`config.mk`:
```
export PLATFORM = sky130hd
export DESIGN_NAME = bscan_chain
export DESIGN_NICKNAME = d
export VERILOG_FILES = /design/src/rtl/bscan_pkg.sv /design/src/rtl/bscan_cell.sv /design/src/rtl/bscan_pin.sv /design/src/rtl/bscan_chain.sv
export SDC_FILE = /design/constraint.sdc
export NUM_CORES = 1
export LEC_CHECK = 0
export BUFFER_PORTS_ARGS = -buffer_cell sky130_fd_sc_hd__buf_2
export CORE_MARGIN = 2
export CORE_UTILIZATION = 55
export CTS_BUF_LIST = sky130_fd_sc_hd__clkbuf_4 sky130_fd_sc_hd__clkbuf_8
export DETAILED_ROUTE_END_ITERATION = 6
export PLACE_DENSITY_LB_ADDON = 0.3
export SLEW_MARGIN = 5
export SYNTH_ARGS = -nofsm -noshare
export SYNTH_HDL_FRONTEND = slang
export SYNTH_HIERARCHICAL = 1
export SYNTH_SLANG_ARGS = --single-unit
```
`constraint.sdc`:
```
create_clock -name tck -period 1 [get_ports tck]
set_input_delay 0.3 -clock tck [delete_from_list [all_inputs] [get_ports tck]]
set_output_delay 0.3 -clock tck [all_outputs]
set_load 0.02 [all_outputs]
```
`src/rtl/bscan_pkg.sv`:
```
`timescale 1ns/1ps
package bscan_pkg;

    localparam int CELLS_PER_PIN = 3;

    // Position of a cell inside its pin's group; lower is nearer tdo.
    typedef enum logic [1:0] {
        CELL_OUT = 2'd0,
        CELL_OE  = 2'd1,
        CELL_IN  = 2'd2
    } cell_kind_e;

    // What is presented to one pin driver.
    typedef struct packed {
        logic data;
        logic en;
    } pin_drive_t;

    function automatic int cell_index(input int pin, input cell_kind_e kind);
        return pin * CELLS_PER_PIN + int'(kind);
    endfunction

endpackage

```
`src/rtl/bscan_cell.sv`:
```
`timescale 1ns/1ps
module bscan_cell (
    input  logic tck,
    input  logic rst,
    input  logic cap_en,
    input  logic shift_en,
    input  logic upd_en,
    input  logic cap_val,
    input  logic scan_in,
    output logic scan_q,
    output logic upd_q
);

    // Capture/shift flop: rising edge, capture wins over shift.
    always_ff @(posedge tck) begin
        if (rst)           scan_q <= 1'b0;
        else if (cap_en)   scan_q <= cap_val;
        else if (shift_en) scan_q <= scan_in;
    end

    // Update latch: falling edge so the driven value never moves mid-shift.
    always_ff @(negedge tck) begin
        if (rst)         upd_q <= 1'b0;
        else if (upd_en) upd_q <= scan_q;
    end

    assert_reset_clears_R1: assert property (@(posedge tck)
        rst |=> (scan_q == 1'b0));

    assert_capture_loads_R2: assert property (@(posedge tck) disable iff (rst)
        cap_en |=> (scan_q == $past(cap_val)));

    assert_shift_moves_R3: assert property (@(posedge tck) disable iff (rst)
        (shift_en && !cap_en) |=> (scan_q == $past(scan_in)));

    assert_update_copies_R5: assert property (@(negedge tck) disable iff (rst)
        upd_en |=> (upd_q == $past(scan_q)));

    assert_latch_holds_R10: assert property (@(negedge tck) disable iff (rst)
        !upd_en |=> $stable(upd_q));

endmodule

```
`src/rtl/bscan_pin.sv`:
```
`timescale 1ns/1ps
module bscan_pin
    import bscan_pkg::*;
(
    input  logic tck,
    input  logic rst,
    input  logic cap_en,
    input  logic shift_en,
    input  logic upd_en,
    input  logic extest_sel,
    input  logic pins_enable,
    input  logic core_out,
    input  logic core_oe,
    output logic core_in,
    input  logic pin_in,
    output logic pin_out,
    output logic pin_oe,
    input  logic scan_in,
    output logic scan_out
);

    logic in_q,  in_upd;
    logic oe_q,  oe_upd;
    logic out_q, out_upd;

    pin_drive_t core_drv, test_drv, sel_drv;

    // Order from the tdi side: input cell, enable cell, output cell.
    bscan_cell u_in_cell (
        .tck(tck), .rst(rst), .cap_en(cap_en), .shift_en(shift_en),
        .upd_en(upd_en), .cap_val(pin_in), .scan_in(scan_in),
        .scan_q(in_q), .upd_q(in_upd)
    );

    // Observes the core's enable, not the gated one (device-wide enable ignored).
    bscan_cell u_oe_cell (
        .tck(tck), .rst(rst), .cap_en(cap_en), .shift_en(shift_en),
        .upd_en(upd_en), .cap_val(core_oe), .scan_in(in_q),
        .scan_q(oe_q), .upd_q(oe_upd)
    );

    bscan_cell u_out_cell (
        .tck(tck), .rst(rst), .cap_en(cap_en), .shift_en(shift_en),
        .upd_en(upd_en), .cap_val(core_out), .scan_in(oe_q),
        .scan_q(out_q), .upd_q(out_upd)
    );

    always_comb begin
        core_drv.data = core_out;
        core_drv.en   = core_oe & pins_enable;
        test_drv.data = out_upd;
        test_drv.en   = oe_upd;
        sel_drv       = extest_sel ? test_drv : core_drv;
    end

    assign pin_out  = sel_drv.data;
    assign pin_oe   = sel_drv.en;
    assign core_in  = pin_in;
    assign scan_out = out_q;

    // The input cell's latch is never routed anywhere in this chain.
    logic unused_in_upd;
    assign unused_in_upd = in_upd;

endmodule

```
`src/rtl/bscan_chain.sv`:
```
`timescale 1ns/1ps
module bscan_chain
    import bscan_pkg::*;
#(
    parameter int N_PINS = 8
) (
    input  logic              tck,
    input  logic              test_rst,
    input  logic              tdi,
    output logic              tdo,
    input  logic              cap_en,
    input  logic              shift_en,
    input  logic              upd_en,
    input  logic              extest_sel,
    input  logic              pins_enable,
    input  logic [N_PINS-1:0] core_out,
    input  logic [N_PINS-1:0] core_oe,
    output logic [N_PINS-1:0] core_in,
    input  logic [N_PINS-1:0] pin_in,
    output logic [N_PINS-1:0] pin_out,
    output logic [N_PINS-1:0] pin_oe
);

    localparam int CHAIN_LEN = N_PINS * CELLS_PER_PIN;

    // link[p+1] feeds pin p; link[0] is the tdo end.
    logic [N_PINS:0] link;

    assign link[N_PINS] = tdi;
    assign tdo          = link[0];

    generate
        for (genvar p = 0; p < N_PINS; p++) begin : g_pin
            bscan_pin u_pin (
                .tck(tck), .rst(test_rst),
                .cap_en(cap_en), .shift_en(shift_en), .upd_en(upd_en),
                .extest_sel(extest_sel), .pins_enable(pins_enable),
                .core_out(core_out[p]), .core_oe(core_oe[p]), .core_in(core_in[p]),
                .pin_in(pin_in[p]), .pin_out(pin_out[p]), .pin_oe(pin_oe[p]),
                .scan_in(link[p+1]), .scan_out(link[p])
            );
        end
    endgenerate

    initial begin
        assert (CHAIN_LEN == N_PINS * 3 && N_PINS > 0)
            else $error("chain length must be a positive multiple of three");
    end

endmodule

```
# After elaboration in Yosys (flattened, before gate mapping)
# Index checks and enable logic that the tools add are counted.
[word_totals] register_bits=40 latchBits=0 ramBits=0 romBits=0 output_inout_bits=25 elab_cells=105 mem_count=0
[classes] n_addsub=0 mul=0 div_mod_pow=0 n_lt_le_gt_ge=0 eq_ne=0 shifts=0 n_mux=56 n_bitwise=8 n_reduce_logical=1
[ops] cell="$mux 1" n=48
[ops] cell="$mux 2" n=8
[ops] cell="$and 1x1->1" n=8
[ops] cell="$reduce_bool 2->1" n=1

# Depth between registers and ports, before layout
[depth] word_depth=2 ltp_mapped=2 mapped_depth_nobuf=2

# Modules after synthesis
# Netlist, hierarchy kept.
[by_module_without_submodules] mod="bscan_cell" instances=24 cells_per_inst=9 area_per_inst_um2=90.1 seq_area_each_um2=40.0
[by_module_without_submodules] mod="bscan_pin" instances=8 cells_per_inst=5 area_per_inst_um2=35.0 seq_area_each_um2=0.0

==> impl_metrics.yaml <==
run_status:
  status: "finished, violations left"
  violations: "negative setup slack"
power_and_ir_drop:
  total_power_uw: 4290
  leakagePower_uw: 0.00164
  powerDensity_nw_per_um2: 1300
  peakVddDrop_mv: 1.34
sta:
  worstMarginPinSlew_ns: 0.268
  timing.hold.ws_ns: 0.328
  setup-violations-final: 34
  slew-limit-headroom_pct: 81.6
  layout_setup_ws_ns: -0.873
  drv_slew: 0
  skew_ns: 0.0793
  rsz0062_at_grt: "yes"
  hold_viol_final: 0
min_path:
  holdPathStages: 3
  min_to: "g_pin[1].u_pin/u_oe_cell/scan_q$_SDFFE_PP0P_"
  hold_path.class: "primary input to flop"
  holdCritStartpoint: "core_oe[1]"
clocking:
  cts_sinks: 40
  htreeDepth: 2
  worstSkewPairLatency_ns: 0.38
  holdBufCountCts: 0
  clockBufferDepth: 2
  clockRootBuffer: "clkbuf_8"
  cts_buffers: 5
  cts.clk_slew.worst_paths_ns: 0.09
  cts_tree: "built"
route:
  routed_wl_microns: 6830
  drtPass1Iterations: 4
  avgRoutedWirePerCell_microns: 18.0
  via_count: 2062
  antenna_left: 0
  drt_iter0_markers: 111
  detail_route.vias_per_cell: 5.43
  route.detailed.drc: 0
final_layout:
  area_growth_pct: 54.1
  diodes: 0
  final_nets: 363
  drive_above_1_share_pct: 56.9
  final_util_pct: 88.8
critical_path:
  max_stage_delay_ns: 0.31
  critPathBufInv: 1
  crit_arrival_ns: 1.57
  crit_family: "flip-flops"
  path_class: "flop to output port"
  ff2ff_setup_slack_ns: -0.18
  start_kind: "flop"
  crit_chain: "mux2_4, buf_6"
  worstReg2RegStart: "g_pin[6].u_pin/u_oe_cell/scan_q$_SDFFE_PP0P_"
  r2r_end: "g_pin[6].u_pin/u_oe_cell/upd_q$_SDFFE_NP0P_"
  crit_required_ns: 0.70
  path_max_fanout: 2
  crit_path_top_delay_cell: "dfxtp_1"
  ff2ff_path_depth: 2
  critPathCaptureType: "output port"
floorplan:
  start_util_pct: 57.6
  row_count: 22
  die_h_microns: 66.4
  dieArea_sq_um: 4410
  io_pins: 57
  die_w_microns: 66.4
  core-area_sq_um: 3720
synth:
  syn_avg_cell_area_sq_um: 9.56
  ys_warn_count: 6
  syn_inst: 224
  syn_nets: 256
  synth_area_sq_um: 2140
global_route:
  grt_usage_pct: 30.2
  grt_pass1_wl_microns: 9780
  first_global_vias: 2045
  grt_overflow: 0
  antenna_found_initial: 0
  grt_max_degree: 29
placement:
  port_buffers: 56
  place_congestion: 0.760
  hpwl_microns: 3610
run:
  maxCapViolations: 0
-- worst max path at each step --
stage                                                            start         end  slack, ns  cells after the start
after global placement    g_pin[4].u_pin/u_out_cell/upd_q$_SDFFE_NP0P_  pin_out[4]      -0.49                      2
final                     g_pin[2].u_pin/u_out_cell/upd_q$_SDFFE_NP0P_  pin_out[2]      -0.87                      2
after floorplan           g_pin[0].u_pin/u_out_cell/upd_q$_SDFFE_NP0P_  pin_out[0]      -0.37                      1
after global routing      g_pin[2].u_pin/u_out_cell/upd_q$_SDFFE_NP0P_  pin_out[2]      -0.90                      2
after detailed placement  g_pin[4].u_pin/u_out_cell/upd_q$_SDFFE_NP0P_  pin_out[4]      -0.50                      2
after CTS                 g_pin[7].u_pin/u_out_cell/upd_q$_SDFFE_NP0P_  pin_out[7]      -0.85                      2
-- cell type report --
cell class                 instances  area [sq um]
clock inverter                    19          77.6
timing repair buffer             108           928
tap                               48          60.1
inverter                          24          90.1
fill                             173           415
sequential                        40           832
multi-input combinational        136          1240
clock buffer                       5          68.8
-- timing repair --
action | in CTS | in global routing
pin swaps | 1 | 3
endpoints found under the setup margin | 33 | 33
gates resized for setup | 43 | 14
buffers inserted | 3 | 3
cloned | 1 | 0
-- registers in the layout (all words and copies together) (netlist names) --
| signal | cells |
|---|---|
| g_pin.u_pin/u_oe_cell/upd_q | 8 |
| g_pin.u_pin/u_out_cell/upd_q | 8 |
| g_pin.u_pin/u_in_cell/scan_q | 8 |
| g_pin.u_pin/u_out_cell/scan_q | 8 |
| g_pin.u_pin/u_oe_cell/scan_q | 8 |
-- per-stage QoR --
stage	cells	setup slack [ns]	setup TNS (ns)	area (sq um)
final	380	-0.873	-14.48	3300
after global routing	380	-0.898	-15.45	3300
after CTS	377	-0.849	-13.79	3250
after global placement	365	-0.487	-15.10	2990
after detailed placement	365	-0.500	-16.04	2990
after floorplan	224	-0.371	-6.74	2250
-- worst reg2reg max path, delay by kind of cell, from the launching register on --
family	cells	cell delay, ns
muxes	1	0.18
DFF	1	0.33
and+or+nand+nor	1	0.12
-- routing by layer --
layer / wire length, microns / global-route usage (%) / vias up
li1: - / - / 949
met1: 2620 / 32.2 / 979
met2: 3450 / 56.0 / 103
met3: 414 / 5.45 / 31
met4: 347 / 15.1 / 0
met5: 0 / 0 / -
-- power breakdown --
| group | switching [uW] | internal, uW | total (uW) |
|---|---|---|---|
| combinational | 537 | 579 | 1120 |
| clock | 836 | 565 | 1400 |
| sequential | 59.6 | 1710 | 1770 |
-- layout by cell type (no fill, tap or decap), drive strengths merged --
cell      instances
dfxtp            40
clkinvlp          2
mux2              8
mux2i            40
o21ai             8
nor2             16
clkinv            1
nand2            16
nor2b            24
clkbuf            5
buf             108
inv              40
a211oi           24
Note: power is estimated with default switching activity, not from simulation.
